File: config.mk
export PLATFORM = sky130hd
export DESIGN_NAME = thr_dac_stage
export DESIGN_NICKNAME = d
export VERILOG_FILES = /design/src/rtl/thr_dac_pkg.sv /design/src/rtl/thr_bus_decode.sv /design/src/rtl/thr_byte_seq.sv /design/src/rtl/thr_stage_reg.sv /design/src/rtl/thr_out_latch.sv /design/src/rtl/thr_dac_stage.sv
export SDC_FILE = /design/constraint.sdc
export NUM_CORES = 1
export LEC_CHECK = 0
export BUFFER_PORTS_ARGS = -buffer_cell sky130_fd_sc_hd__buf_2
export CORE_ASPECT_RATIO = 1.1
export CORE_UTILIZATION = 50
export CTS_CLUSTER_DIAMETER = 60
export CTS_CLUSTER_SIZE = 25
export DETAILED_ROUTE_END_ITERATION = 6
export HOLD_SLACK_MARGIN = 0.06
export PLACE_DENSITY_LB_ADDON = 0.05
export SLEW_MARGIN = 20
export SYNTH_ARGS = -nofsm -noshare
export SYNTH_HDL_FRONTEND = slang
export SYNTH_SLANG_ARGS = --single-unit
File: constraint.sdc
create_clock -name clk -period 3.1 [get_ports clk]
set_input_delay 0.31 -clock clk [delete_from_list [all_inputs] [get_ports clk]]
set_output_delay 0.31 -clock clk [all_outputs]
set_load 0.02 [all_outputs]
File: src/rtl/thr_dac_pkg.sv
package thr_dac_pkg;

  localparam int ADDR_W = 8;

  // Sub-address map; the byte port splits the value over LO/HI.
  localparam logic [ADDR_W-1:0] SUB_CLEAR = 8'h08;
  localparam logic [ADDR_W-1:0] SUB_LOAD  = 8'h09;
  localparam logic [ADDR_W-1:0] SUB_LO    = 8'h0A;
  localparam logic [ADDR_W-1:0] SUB_HI    = 8'h0B;

  // Decoded bus events; at most one is set per cycle.
  typedef struct packed {
    logic word_lo;
    logic byte_lo;
    logic byte_hi;
    logic load;
    logic clear;
  } thr_ev_t;

endpackage

File: src/rtl/thr_bus_decode.sv
module thr_bus_decode
  import thr_dac_pkg::*;
#(
  parameter int BYTE_W = 8,
  parameter int WORD_W = 16
) (
  input  logic              clk,
  input  logic              rst_n,
  input  logic              bw_en,
  input  logic [ADDR_W-1:0] bw_addr,
  input  logic              ww_en,
  input  logic [ADDR_W-1:0] ww_addr,
  output thr_ev_t           ev
);

  // Word port has priority: a byte access in the same cycle is dropped.
  logic byte_ok;
  assign byte_ok = bw_en & ~ww_en;

  function automatic logic hit(input logic en, input logic [ADDR_W-1:0] a,
                               input logic [ADDR_W-1:0] sub);
    return en && (a == sub);
  endfunction

  always_comb begin
    ev.word_lo = hit(ww_en, ww_addr, SUB_LO);
    ev.byte_lo = hit(byte_ok, bw_addr, SUB_LO);
    ev.byte_hi = hit(byte_ok, bw_addr, SUB_HI);
    ev.load    = hit(ww_en, ww_addr, SUB_LOAD) | hit(byte_ok, bw_addr, SUB_LOAD);
    ev.clear   = hit(ww_en, ww_addr, SUB_CLEAR) | hit(byte_ok, bw_addr, SUB_CLEAR);
  end

  // never more than one action per cycle
  assert_one_event_R8: assert property (@(posedge clk) disable iff (!rst_n)
    $onehot0(ev));

  // with both strobes high, no byte event is produced
  assert_word_wins_R8: assert property (@(posedge clk) disable iff (!rst_n)
    (bw_en && ww_en) |-> !(ev.byte_lo || ev.byte_hi));

endmodule

File: src/rtl/thr_byte_seq.sv
module thr_byte_seq
  import thr_dac_pkg::*;
#(
  parameter int CODE_W = 12,
  parameter int BYTE_W = 8,
  localparam int HI_W  = CODE_W - BYTE_W
) (
  input  logic              clk,
  input  logic              rst_n,
  input  thr_ev_t           ev,
  input  logic [BYTE_W-1:0] bw_data,
  output logic              pend,
  output logic              err,
  output logic              pair_done,
  output logic              orphan,
  output logic [CODE_W-1:0] pair_code
);

  logic [HI_W-1:0] hold_hi;

  function automatic logic [CODE_W-1:0] join_code(input logic [HI_W-1:0] hi,
                                                  input logic [BYTE_W-1:0] lo);
    return {hi, lo};
  endfunction

  assign pair_done = ev.byte_lo & pend;
  assign orphan    = ev.byte_lo & ~pend;
  assign pair_code = join_code(hold_hi, bw_data);

  always_ff @(posedge clk) begin
    if (!rst_n) begin
      pend    <= 1'b0;
      err     <= 1'b0;
      hold_hi <= '0;
    end else if (ev.clear) begin
      pend <= 1'b0;
      err  <= 1'b0;
    end else begin
      if (ev.byte_hi) begin
        pend    <= 1'b1;
        hold_hi <= bw_data[HI_W-1:0];
      end else if (pair_done || ev.word_lo) begin
        pend <= 1'b0;
      end
      if (orphan) err <= 1'b1;
    end
  end

  // a high byte opens a pair
  assert_busy_after_hi_R4: assert property (@(posedge clk) disable iff (!rst_n)
    ev.byte_hi |=> pend);

  // completing the pair closes it
  assert_pair_closes_R4: assert property (@(posedge clk) disable iff (!rst_n)
    pair_done |=> !pend);

  // an orphan low byte raises the flag
  assert_orphan_flag_R5: assert property (@(posedge clk) disable iff (!rst_n)
    orphan |=> err);

  // the flag only rises after an orphan
  assert_err_source_R5: assert property (@(posedge clk) disable iff (!rst_n)
    $rose(err) |-> $past(orphan));

  // clear command idles the sequencer
  assert_clear_idles_R7: assert property (@(posedge clk) disable iff (!rst_n)
    ev.clear |=> (!pend && !err));

  // word write abandons an open pair
  assert_word_cancels_R9: assert property (@(posedge clk) disable iff (!rst_n)
    ev.word_lo |=> !pend);

endmodule

File: src/rtl/thr_stage_reg.sv
module thr_stage_reg
  import thr_dac_pkg::*;
#(
  parameter int          CODE_W     = 12,
  parameter logic [11:0] RESET_CODE = 12'h800
) (
  input  logic              clk,
  input  logic              rst_n,
  input  thr_ev_t           ev,
  input  logic              pair_done,
  input  logic              orphan,
  input  logic [CODE_W-1:0] word_code,
  input  logic [CODE_W-1:0] pair_code,
  output logic [CODE_W-1:0] staged
);

  always_ff @(posedge clk) begin
    if (!rst_n)              staged <= RESET_CODE[CODE_W-1:0];
    else if (ev.word_lo)     staged <= word_code;
    else if (pair_done)      staged <= pair_code;
  end

  // orphan low byte leaves the staged value alone
  assert_orphan_keeps_R5: assert property (@(posedge clk) disable iff (!rst_n)
    orphan |=> $stable(staged));

  // clear command leaves the staged value alone
  assert_clear_keeps_R7: assert property (@(posedge clk) disable iff (!rst_n)
    ev.clear |=> $stable(staged));

  // a high byte alone never touches the staged value
  assert_hi_keeps_R6: assert property (@(posedge clk) disable iff (!rst_n)
    ev.byte_hi |=> $stable(staged));

endmodule

File: src/rtl/thr_out_latch.sv
module thr_out_latch #(
  parameter int          CODE_W     = 12,
  parameter logic [11:0] RESET_CODE = 12'h800
) (
  input  logic              clk,
  input  logic              rst_n,
  input  logic              load_req,
  input  logic [CODE_W-1:0] staged,
  output logic [CODE_W-1:0] dac_code,
  output logic              dac_load
);

  always_ff @(posedge clk) begin
    if (!rst_n) begin
      dac_code <= RESET_CODE[CODE_W-1:0];
      dac_load <= 1'b0;
    end else begin
      dac_load <= load_req;
      if (load_req) dac_code <= staged;
    end
  end

  // strobe only follows a load command
  assert_strobe_src_R3: assert property (@(posedge clk) disable iff (!rst_n)
    dac_load |-> $past(load_req));

  // the latch takes the value staged before the edge
  assert_copy_R3: assert property (@(posedge clk) disable iff (!rst_n)
    load_req |=> (dac_code == $past(staged)));

  // without a load the output latch holds
  assert_hold_R2: assert property (@(posedge clk) disable iff (!rst_n)
    !load_req |=> $stable(dac_code));

endmodule

File: src/rtl/thr_dac_stage.sv
module thr_dac_stage
  import thr_dac_pkg::*;
#(
  parameter int          CODE_W     = 12,
  parameter int          BYTE_W     = 8,
  parameter int          WORD_W     = 16,
  parameter logic [11:0] RESET_CODE = 12'h800
) (
  input  logic              clk,
  input  logic              rst_n,
  input  logic              bw_en,
  input  logic [ADDR_W-1:0] bw_addr,
  input  logic [BYTE_W-1:0] bw_data,
  input  logic              ww_en,
  input  logic [ADDR_W-1:0] ww_addr,
  input  logic [WORD_W-1:0] ww_data,
  output logic [CODE_W-1:0] dac_code,
  output logic              dac_load,
  output logic              busy,
  output logic              seq_err
);

  thr_ev_t           ev;
  logic              pair_done;
  logic              orphan;
  logic [CODE_W-1:0] pair_code;
  logic [CODE_W-1:0] word_code;
  logic [CODE_W-1:0] staged;
  logic              unused_word_hi;

  assign word_code      = ww_data[CODE_W-1:0];
  assign unused_word_hi = ^ww_data[WORD_W-1:CODE_W];

  thr_bus_decode #(.BYTE_W(BYTE_W), .WORD_W(WORD_W)) dec_i (
    .clk(clk), .rst_n(rst_n),
    .bw_en(bw_en), .bw_addr(bw_addr),
    .ww_en(ww_en), .ww_addr(ww_addr),
    .ev(ev)
  );

  thr_byte_seq #(.CODE_W(CODE_W), .BYTE_W(BYTE_W)) seq_i (
    .clk(clk), .rst_n(rst_n), .ev(ev), .bw_data(bw_data),
    .pend(busy), .err(seq_err), .pair_done(pair_done),
    .orphan(orphan), .pair_code(pair_code)
  );

  thr_stage_reg #(.CODE_W(CODE_W), .RESET_CODE(RESET_CODE)) stg_i (
    .clk(clk), .rst_n(rst_n), .ev(ev),
    .pair_done(pair_done), .orphan(orphan),
    .word_code(word_code), .pair_code(pair_code),
    .staged(staged)
  );

  thr_out_latch #(.CODE_W(CODE_W), .RESET_CODE(RESET_CODE)) out_i (
    .clk(clk), .rst_n(rst_n), .load_req(ev.load), .staged(staged),
    .dac_code(dac_code), .dac_load(dac_load)
  );

  // a load during an open pair keeps the pair open
  assert_load_keeps_pair_R6: assert property (@(posedge clk) disable iff (!rst_n)
    (ev.load && busy) |=> busy);

  // an access to another sub-address changes no state
  assert_other_addr_R11: assert property (@(posedge clk) disable iff (!rst_n)
    ((bw_en || ww_en) && (ev == '0)) |=> ($stable(staged) && $stable(busy) && $stable(seq_err)));

endmodule

Yosys cells after proc, flatten, opt, wreduce, memory -nomap -nowiden --
Index checks and enable logic that the tools add are counted.
Word-level totals: output and inout bits 15, bits in writable memories 0, latch bits 0, bits in registers 31, word-level logic and storage cells 38, input bits 44, bits in read-only memories 0, memories 0
Cells by class: div/mod/pow operators 0, multiplexer cells 4, magnitude comparators 0, add/sub/neg operators 0, reductions and logical operators 12, shift operators 0, multipliers 0, bitwise logic cells 9, equal/unequal tests 7
Operators by type and width (count):
- $eq 8x4->1 const B | 7
- $mux 12 | 2
- $logic_and 1x1->1 | 7
- $not 1->1 | 4
- $reduce_bool 2->1 | 2
- $and 1x1->1 | 3
- $mux 1 | 2
- $or 1x1->1 | 2
- $reduce_and 2->1 | 1
- $reduce_or 2->1 | 1
- $logic_or 1x1->1 | 1

Depth between registers and ports, before layout --
Gate-level depths: netlist (run 1).
depth in word-level cells 7, depth in mapped cells 5, depth with buffers taken out 4

Cells and area by module --
From an unflattened synthesis (run 1), not the netlist that was laid out.
Unflattened totals: cells, all modules 142, area total of the unflattened synthesis 1517.7 sq um
Modules (own cells, without submodules):
- thr_stage_reg | cells an instance 54, area each 604.3 sq um, seq. area each 240.2 sq um, instances 1
- thr_out_latch | cells an instance 41, area each 495.5 sq um, seq. area each 260.2 sq um, instances 1
- thr_byte_seq | cells an instance 32, area each 309.0 sq um, seq. area each 120.1 sq um, instances 1
- thr_bus_decode | cells an instance 15, area each 108.9 sq um, seq. area each 0.0 sq um, instances 1

Worst setup path before layout (run 1) --
No wires, ideal clock.
kind input-to-reg, start point in bw_addr[5], end point reg out_i.dac_code[7], stages on the path 5, path buffers 1, library setup time 0.067 ns, slack 1.496 ns, arrival time 1.536 ns, data required time 3.033 ns, path through or4_4 > nor4b_4 > buf_6 > o21ai_1 > a21oi_2
Between the ends: cells in the longest elaborated chain, start to end 3
RTL lines:
- start, declared | line thr_dac_stage.sv:12 | input logic [ADDR_W-1:0] bw_addr,
- $eq 8x4->1 | line thr_bus_decode.sv:22 | return en && (a == sub);
- $logic_and 1x1->1 | line thr_bus_decode.sv:22
- $or 1x1->1 | line thr_bus_decode.sv:29 | ev.load = hit(ww_en, ww_addr, SUB_LOAD) | hit(byte_ok, bw_addr, SUB_LOAD);
- end signal, assigned | line thr_out_latch.sv:15 | dac_code <= RESET_CODE[CODE_W-1:0];
- end signal, assigned | line thr_out_latch.sv:19 | if (load_req) dac_code <= staged;
- end, declared | line thr_out_latch.sv:9 | output logic [CODE_W-1:0] dac_code,
Every way passes these cells. A chain may end at the register's enable or synchronous reset.

Worst setup path in the final report (run 1) --
start point in ww_addr[5], end point reg stg_i.staged[0]
Between the ends: cells in the longest elaborated chain, start to end 3, elaborated cells between the ends (all ways) 4, classes of those cells eq/ne (1); mux (1); reduce/logical (2)
RTL lines:
- start, declared | line thr_dac_stage.sv:15 | input logic [ADDR_W-1:0] ww_addr,
- $eq 8x4->1 * | line thr_bus_decode.sv:22
- $logic_and 1x1->1 * | line thr_bus_decode.sv:22
- $mux 12 or $reduce_bool 2->1 (tied branches)
- end signal, assigned | line thr_stage_reg.sv:18 | if (!rst_n) staged <= RESET_CODE[CODE_W-1:0];
- end signal, assigned | line thr_stage_reg.sv:19 | else if (ev.word_lo) staged <= word_code;
- end signal, assigned | line thr_stage_reg.sv:20 | else if (pair_done) staged <= pair_code;
- end, declared | line thr_stage_reg.sv:14 | output logic [CODE_W-1:0] staged
Every way passes the cells marked *; elsewhere a longest branch is shown, timed or not.

==> impl_metrics.ini, run 1 <==
[floorplanning]
rows = 19
die_w_um = 52.07
die_h_um = 57.08
pin_count = 59
coreArea_um2 = 2567
dieArea_um2 = 2972
start_util_pct = 53.70

[placement]
globalplace.congestion = 0.7863
post-dp-hpwl_mm = 2.355
io_buffers = 54

[global_routing]
grt_pass1_wl_mm = 5.216
antenna_found_initial = 0
grt_max_degree = 25
grt_pass1_vias = 1232
grt_overflow_total = 0
grt_usage_pct = 23.73

[sta]
period_needed_ns = 1.792
hold_viol = 0
period_share_pct = 57.80
slew_headroom_pct = 48.50
worstMarginPinSlew_ns = 0.7703
rsz0062_at_grt = false
fmax_mhz = 558.1
tns_ns = 0
slew_viol_final = 0
skew_ns = 0.004840
setup_viol = 0

[pwr]
leakage_uw = 0.0007842
power.density_nw_per_um2 = 446.8
intPower_uw = 613.8
clkPwrFrac_pct = 42.2
ir_drop_uv = 461.3
pwr-share-comb_pct = 6.5
pwr-share-seq_pct = 51.3
total_power_uw = 776.6
power.switching_uw = 162.8
switching_share_pct = 20.96

[hold_path]
hp-class = input pin to register

[synth]
async_reset_ff_share_pct = 0
muxShareOfSynthArea_pct = 10.89
synth_top_area_cell = dfxtp_1
yosys.area_share.simple_pct = 21.23
yosysWarnings = 0
synth_fa_ha_area_share_pct = 0
avgSynthCellArea_um2 = 9.131
synth_top_area_share_pct = 45.01
yosysMostFrequentCell = dfxtp_1
yosysSeqAreaShare_pct = 45.01
syn_area_um2 = 1379
netlist_top_cells_area = dfxtp_1 (45%), mux2i_1 (11%), a21oi_1 (8.0%)
synth_compound_area_share_pct = 19.15
ys_seq_elements = 31
synth_edf_count = 0
synth_common_cells = dfxtp_1 (31), a21oi_1 (22), mux2i_1 (15)
synth_nets = 195
synth_top_family_by_area = simple AND/OR/NAND/NOR gates
ys.flop_type = dfxtp_1
synth_cell_types = 31
synth_xor_area_share_pct = 0
synthCells = 151

[worst_setup_path]
r2r_setup_slack_ns = 1.98
crit_type = input pin to register
cp-end-kind = register
required_ns = 3.28
path_max_fanout = 24
worst_setup_path_start_kind = input pin
worst-endpoint-arrival_ns = 1.98

[clocking]
cts.htree.levels = 2
clock-sinks = 31
clk_latency_ns = 0.33
cts_setup_buffers = 0
clock_path_buffers = 2
ctsHoldBuffers = 0
cts_resized = 0
cts.clk_slew.worst_paths_ns = 0.09
cts_root_buffer = clkbuf_4
cts_buffers = 5
cts_tree = yes

[drt]
wl_per_cell_um = 13.28
ant_nets = 0
vias_per_cell = 5.568
drtIter0Drc = 21
drc_errors = 0
wirelength_mm = 3.133
drtPass1Iterations = 4
via_count = 1314

[status]
status = complete, no violations

[cells_and_area]
fillers = 244
finalNetCount = 248
area_delta_synth_final_pct = 26.04
layout-drive-gt1-share_pct = 34.15
antennaDiodeCount = 0

[flow_run]
max_cap_viol_count = 0
final timing paths:
check	from	to	depth (start not counted)
max	ww_addr[5]	stg_i.staged[0]	5
min	bw_data[0]	seq_i.hold_hi[0]	3
max reg2reg	seq_i.pend	stg_i.staged[6]	4
min reg2reg	out_i.dac_code[9]	out_i.dac_code[9]	2
flip-flops by register name (all words and copies together), names as in the netlist:
register	count
seq_i.hold_hi	4
out_i.dac_load	1
stg_i.staged	12
out_i.dac_code	12
seq_i.err	1
seq_i.pend	1
worst max-delay path, cell delays in order:
cell	delay, ns
buf_2	0.10
nor4_2	0.45
nand3_1	0.66
o21ai_0	0.39
a21oi_1	0.07
placed cells by master, fill, tap and decap left out, drive strengths merged, types with 2 or more instances in the layout:
master,instances
a21oi,23
mux2i,15
nor4,2
o21ai,23
nand2,3
a31oi,2
nand3,14
nor2,7
nor3,3
clkinv,2
clkbuf,6
nand4,4
buf,55
dfxtp,31
nor2b,4
routing by layer:
metal | wire (um) | up-vias | track usage [%]
met2 | 1502 | 37 | 38.28
met5 | 0 | - | 0
met1 | 1451 | 605 | 28.71
met3 | 130 | 7 | 7.200
met4 | 49 | 0 | 10.42
li1 | - | 665 | -
metrics by stage:
step	instance area [um^2]	instances	util (%)	worst slack, ns	hold slack, ns
floorplan	1379	151	-	1.496	0.4484
global placement	1652	228	64.33	1.023	0.4477
detailed placement	1652	228	64.33	0.9646	0.4605
CTS	1738	236	67.69	1.325	0.2239
global route	1738	236	67.69	1.008	0.2152
finish	1738	236	67.69	1.308	0.2312
area by class of cell:
class / count / area, um^2 / share of cell area, %
multi-input cells: 109 / 706.9 / 40.68
repair buffers: 55 / 277.8 / 15.98
flip-flops and latches: 31 / 620.6 / 35.71
well taps: 31 / 38.79 / 2.232
clock inverters: 2 / 35.03 / 2.016
clock buffers: 6 / 51.30 / 2.952
inverters: 2 / 7.507 / 0.4320
logic make-up (layout without fill, tap and decap cells):
group | Yosys count | after routing
simple gates | 44 | 44
buf+inv | 11 | 65
mux | 15 | 15
compound gates | 50 | 50
flops | 31 | 31
power groups by stage:
stage | clock (uW) | combinational [uW] | sequential, uW
detailed placement | 0 | 50.5 | 408
finish | 327 | 50.5 | 399
CTS | 333 | 50.4 | 399
global placement | 0 | 48.5 | 408
floorplan | 0 | 17.8 | 408
global route | 354 | 56.7 | 399
No activity file was read; power rests on OpenSTA's default activity.
==> inputs of run 2 (changes only) <==
--- a/config.mk
+++ b/config.mk
@@ -7,7 +7,7 @@
 export LEC_CHECK = 0
 export BUFFER_PORTS_ARGS = -buffer_cell sky130_fd_sc_hd__buf_2
 export CORE_ASPECT_RATIO = 1.1
-export CORE_UTILIZATION = 50
+export CORE_UTILIZATION = 46
 export CTS_CLUSTER_DIAMETER = 60
 export CTS_CLUSTER_SIZE = 25
 export DETAILED_ROUTE_END_ITERATION = 6
==> constraint.sdc (replaced) <==
create_clock -name clk -period 1.7 [get_ports clk]
set_input_delay 0.17 -clock clk [delete_from_list [all_inputs] [get_ports clk]]
set_output_delay 0.17 -clock clk [all_outputs]
set_load 0.02 [all_outputs]
==> impl_metrics.ini, run 2 (synthesis gave the netlist of run 1 again) <==
[status]
status = complete, no violations

[cells_and_area]
layout-drive-gt1-share_pct = 36.15
finalNetCount = 256
area_delta_synth_final_pct = 30.22
fin_area_um2 = 1795
antennaDiodeCount = 0
largestRegisters = out_i.dac_code (12), stg_i.staged (12), seq_i.hold_hi (4)
final_cell_mix = buf_2 (54), dfxtp_1 (31), a21oi_1 (22), mux2i_1 (15)
final_common_cell = buf_2

[global_routing]
grt_overflow_total = 0
use_met1_pct = 26.52
grt_usage_pct = 23.74
grt_pass1_vias = 1273
grt_util_met3_pct = 6.410
antenna_found_initial = 0
grt_max_degree = 25
grt_busiest_layer = met2
groute.layer.met2.usage_pct = 39.72
grt_pass1_wl_mm = 5.354

[placement]
globalplace.congestion = 0.8278
post-dp-hpwl_mm = 2.478
dp_slack_ns = 0.001553
post_dp_cell_area_um2 = 1727
io_buffers = 54

[clocking]
cts.clk_slew.worst_paths_ns = 0.09
cts_root_buffer = clkbuf_4
cts_tree = yes
cts.htree.levels = 2
clock-sinks = 31
ctsHoldBuffers = 0
cts_resized = 0
clock_path_buffers = 2
clk_latency_ns = 0.32
cts_buffers = 5
cts_setup_buffers = 0

[sta]
fmax_mhz = 729.4
hold_viol = 0
tns_ns = 0
whs_ns = 0.1062
skew_ns = 0.007336
period_share_pct = 80.65
finalWorstSetupSlack_ns = 0.3289
rsz0062_at_grt = false
setup_viol = 0
worstMarginPinSlew_ns = 0.4154
slew_headroom_pct = 71.94
slew_viol_final = 0
period_needed_ns = 1.371

[worst_setup_path]
cp_slowest_stage_delay_ns = 0.58
rr_startpoint = seq_i.pend
worst-endpoint-arrival_ns = 1.63
crit_type = input pin to register
worstSetupStartpoint = bw_addr[5]
worst_setup_path_start_kind = input pin
crit_chain = buf_2 -> or4_4 -> nor4b_4 -> buf_4 -> o21ai_0 -> a21oi_1
path_max_fanout = 12
r2r-end = seq_i.pend
rr_worst_depth = 4
slowest_stage = or4_4
r2r_setup_slack_ns = 0.58
required_ns = 1.96
cp-end-kind = register

[pwr]
leakage_uw = 0.0008156
power.switching_uw = 279.1
ir_drop_uv = 581.0
power.density_nw_per_um2 = 723.0
clkPwrFrac_pct = 36.5
intPower_uw = 1019
pwr-share-comb_pct = 7.5
switching_share_pct = 21.50
total_power_uw = 1298
pwr-share-seq_pct = 56.0

[floorplanning]
rows = 20
pin_count = 59
start_util_pct = 49.20
die_h_um = 59.42
coreArea_um2 = 2803
die_w_um = 54.20
dieArea_um2 = 3221

[drt]
wirelength_mm = 3.335
drtIter0Drc = 30
ant_nets = 0
via_count = 1374
wl_per_cell_um = 13.56
drtPass1Iterations = 4
vias_per_cell = 5.585
drc_errors = 0

[hold_path]
hp-class = input pin to register
min_to = seq_i.hold_hi[1]
min_from = bw_data[1]
min_path_cells = 3

[flow_run]
max_cap_viol_count = 0
run 2: metal layers:
| layer | part of all wire, % | vias to the layer above | wire length [um] |
|---|---|---|---|
| met1 | 42 | 626 | 1385 |
| met2 | 50 | 50 | 1669 |
| met4 | 2.5 | 0 | 84 |
| met3 | 5.9 | 9 | 196 |
| met5 | 0 | - | 0 |
| li1 | - | 689 | - |
run 2: area by class of cell:
class	count	area, um^2
Multi-Input combinational cell	109	706.9
Fill cell	265	1007
Timing Repair Buffer	63	350.3
Tap cell	33	41.29
Clock buffer	8	68.82
Inverter	2	7.507
Sequential cell	31	620.6
run 2: worst max path at each step:
| stage | endpoint | slack, ns | depth (start not counted) |
|---|---|---|---|
| 6_report | out_i.dac_code[0] | 0.33 | 6 |
| 4_1_cts | out_i.dac_code[0] | 0.35 | 6 |
| 3_5_place_dp | out_i.dac_code[0] | 0.002 | 6 |
| 5_1_grt | out_i.dac_code[0] | 0.24 | 6 |
| 3_3_place_gp | out_i.dac_code[10] | 0.05 | 6 |
| 2_1_floorplan | out_i.dac_code[7] | 0.24 | 5 |
run 2: worst max-delay path: cells and delay by family:
family	cells	cell delay [ns]
AO/OA/AOI/OAI	2	0.26
buffers and inverters	2	0.32
AND/OR/NAND/NOR	2	0.87
run 2: stage by stage:
stage,util [%],cells
after global routing,64.06,246
after floorplan,-,151
after detailed placement,61.61,238
after CTS,64.06,246
after global placement,61.61,238
final,64.06,246
run 2: power groups by stage:
stage / combinational (uW) / clock (uW) / sequential [uW]
global placement: 93.5 / 0 / 744
floorplan: 32.4 / 0 / 744
global route: 108 / 523 / 727
finish: 97.8 / 474 / 727
detailed placement: 97.4 / 0 / 744
CTS: 97.9 / 490 / 727
==> inputs of run 3 (changes only) <==
==> constraint.sdc (replaced) <==
create_clock -name clk -period 1.4 [get_ports clk]
set_input_delay 0.14 -clock clk [delete_from_list [all_inputs] [get_ports clk]]
set_output_delay 0.14 -clock clk [all_outputs]
set_load 0.02 [all_outputs]
==> impl_metrics.ini, run 3 (synthesis gave the netlist of run 1 again) <==
[clocking]
cts_setup_buffers = 0
cts.htree.levels = 2
cts_tree = yes
clock_path_buffers = 2
cts_root_buffer = clkbuf_4
cts.clk_slew.worst_paths_ns = 0.09
clk_latency_ns = 0.32
cts_buffers = 5
clock-sinks = 31

[placement]
post-dp-hpwl_mm = 2.651
io_buffers = 54
globalplace.congestion = 0.8054

[drt]
drtIter0Drc = 20
drc_errors = 0
drtPass1Iterations = 4
wirelength_mm = 3.535
wl_per_cell_um = 14.20
vias_per_cell = 5.562
ant_nets = 0
via_count = 1385

[cells_and_area]
layout-drive-gt1-share_pct = 39.35
multi_input_comb_area_um2 = 729.5
antennaDiodeCount = 0
largestRegisters = out_i.dac_code (12), stg_i.staged (12), seq_i.hold_hi (4)
final_cell_mix = buf_2 (53), dfxtp_1 (31), a21oi_1 (20), mux2i_1 (15)
fillers = 254
seq_area_um2 = 620.6
area_delta_synth_final_pct = 32.85
finalNetCount = 259
final_common_cell = buf_2
fin_util_pct = 65.36

[worst_setup_path]
worst-endpoint-arrival_ns = 1.61
required_ns = 1.66
cp-end-kind = register
worstSetupStartpoint = bw_addr[2]
crit_type = input pin to register
worst_setup_path_start_kind = input pin
path_max_fanout = 7
rr_startpoint = seq_i.pend

[global_routing]
grt_pass1_wl_mm = 5.464
antenna_found_initial = 0
grt_pass1_vias = 1299
grt_usage_pct = 24.07
grt_max_degree = 25
grt_overflow_total = 0

[pwr]
ir_drop_uv = 540.1
leakage_uw = 0.0008227
power.density_nw_per_um2 = 812.0

[sta]
worstMarginPinSlew_ns = 0.3845
slew_viol_final = 0
fmax_mhz = 738.9
whs_ns = 0.07181
tns_ns = 0
period_needed_ns = 1.353
rsz0062_at_grt = true
hold_viol = 0
slew_headroom_pct = 74.15
setup_viol = 0
skew_ns = 0.004337
period_share_pct = 96.67

[floorplanning]
die_w_um = 54.20
start_util_pct = 49.20
pin_count = 59
rows = 20
die_h_um = 59.42
coreArea_um2 = 2803
dieArea_um2 = 3221

[status]
status = complete, no violations

[hold_path]
min_from = bw_data[1]
hp-class = input pin to register

[flow_run]
max_cap_viol_count = 0
run 3: final cells by class:
cell class,count,area share (%)
clock buffers,7,2.459
repair buffers,66,20.90
clock inverters,1,0.2732
multi-input cells,109,39.82
inverters,2,0.4098
flip-flops and latches,31,33.88
well taps,33,2.254
run 3: worst max-delay path: stages:
cell,delay [ns]
buf_6,0.09
or4bb_4,0.58
nor4b_4,0.42
buf_6,0.19
o21ai_2,0.06
a21oi_1,0.13
run 3: routing by layer:
| layer | track usage [%] | vias to the layer above | share of wire (%) |
|---|---|---|---|
| met5 | 0 | - | 0 |
| met4 | 12.09 | 0 | 2.9 |
| met3 | 6.923 | 10 | 5.9 |
| met2 | 43.55 | 52 | 51 |
| met1 | 24.18 | 628 | 40 |
| li1 | - | 695 | - |
run 3: what timing repair did:
action / CTS / global route
endpoints found under the setup margin: 0 / 4
hold buffers: 0 / 0
gates resized for setup: 0 / 7
run 3: path summary, 6_finish.rpt:
path	end	slack, ns	depth (start not counted)
setup reg to reg	stg_i.staged[0]	0.29	4
hold reg to reg	out_i.dac_code[7]	0.47	2
setup / recovery	out_i.dac_code[4]	0.05	6
hold / removal	seq_i.hold_hi[1]	0.07	3
run 3: power breakdown:
group          total (uW)  internal [uW]  switching, uW
logic                 124           63.9           60.3
clock network         481            195            285
registers             883            882          0.661
run 3: through the flow:
| stage | instance area [um^2] | cells | total power, uW | setup WS, ns |
|---|---|---|---|---|
| 5_1_grt | 1832 | 249 | 1545 | -0.01925 |
| 4_1_cts | 1803 | 249 | 1502 | 0.05321 |
| 6_report | 1832 | 249 | 1487 | 0.04656 |
| 2_1_floorplan | 1383 | 151 | 942.8 | -0.02415 |
| 3_5_place_dp | 1753 | 241 | 1024 | -0.3020 |
| 3_3_place_gp | 1753 | 241 | 1020 | -0.2437 |
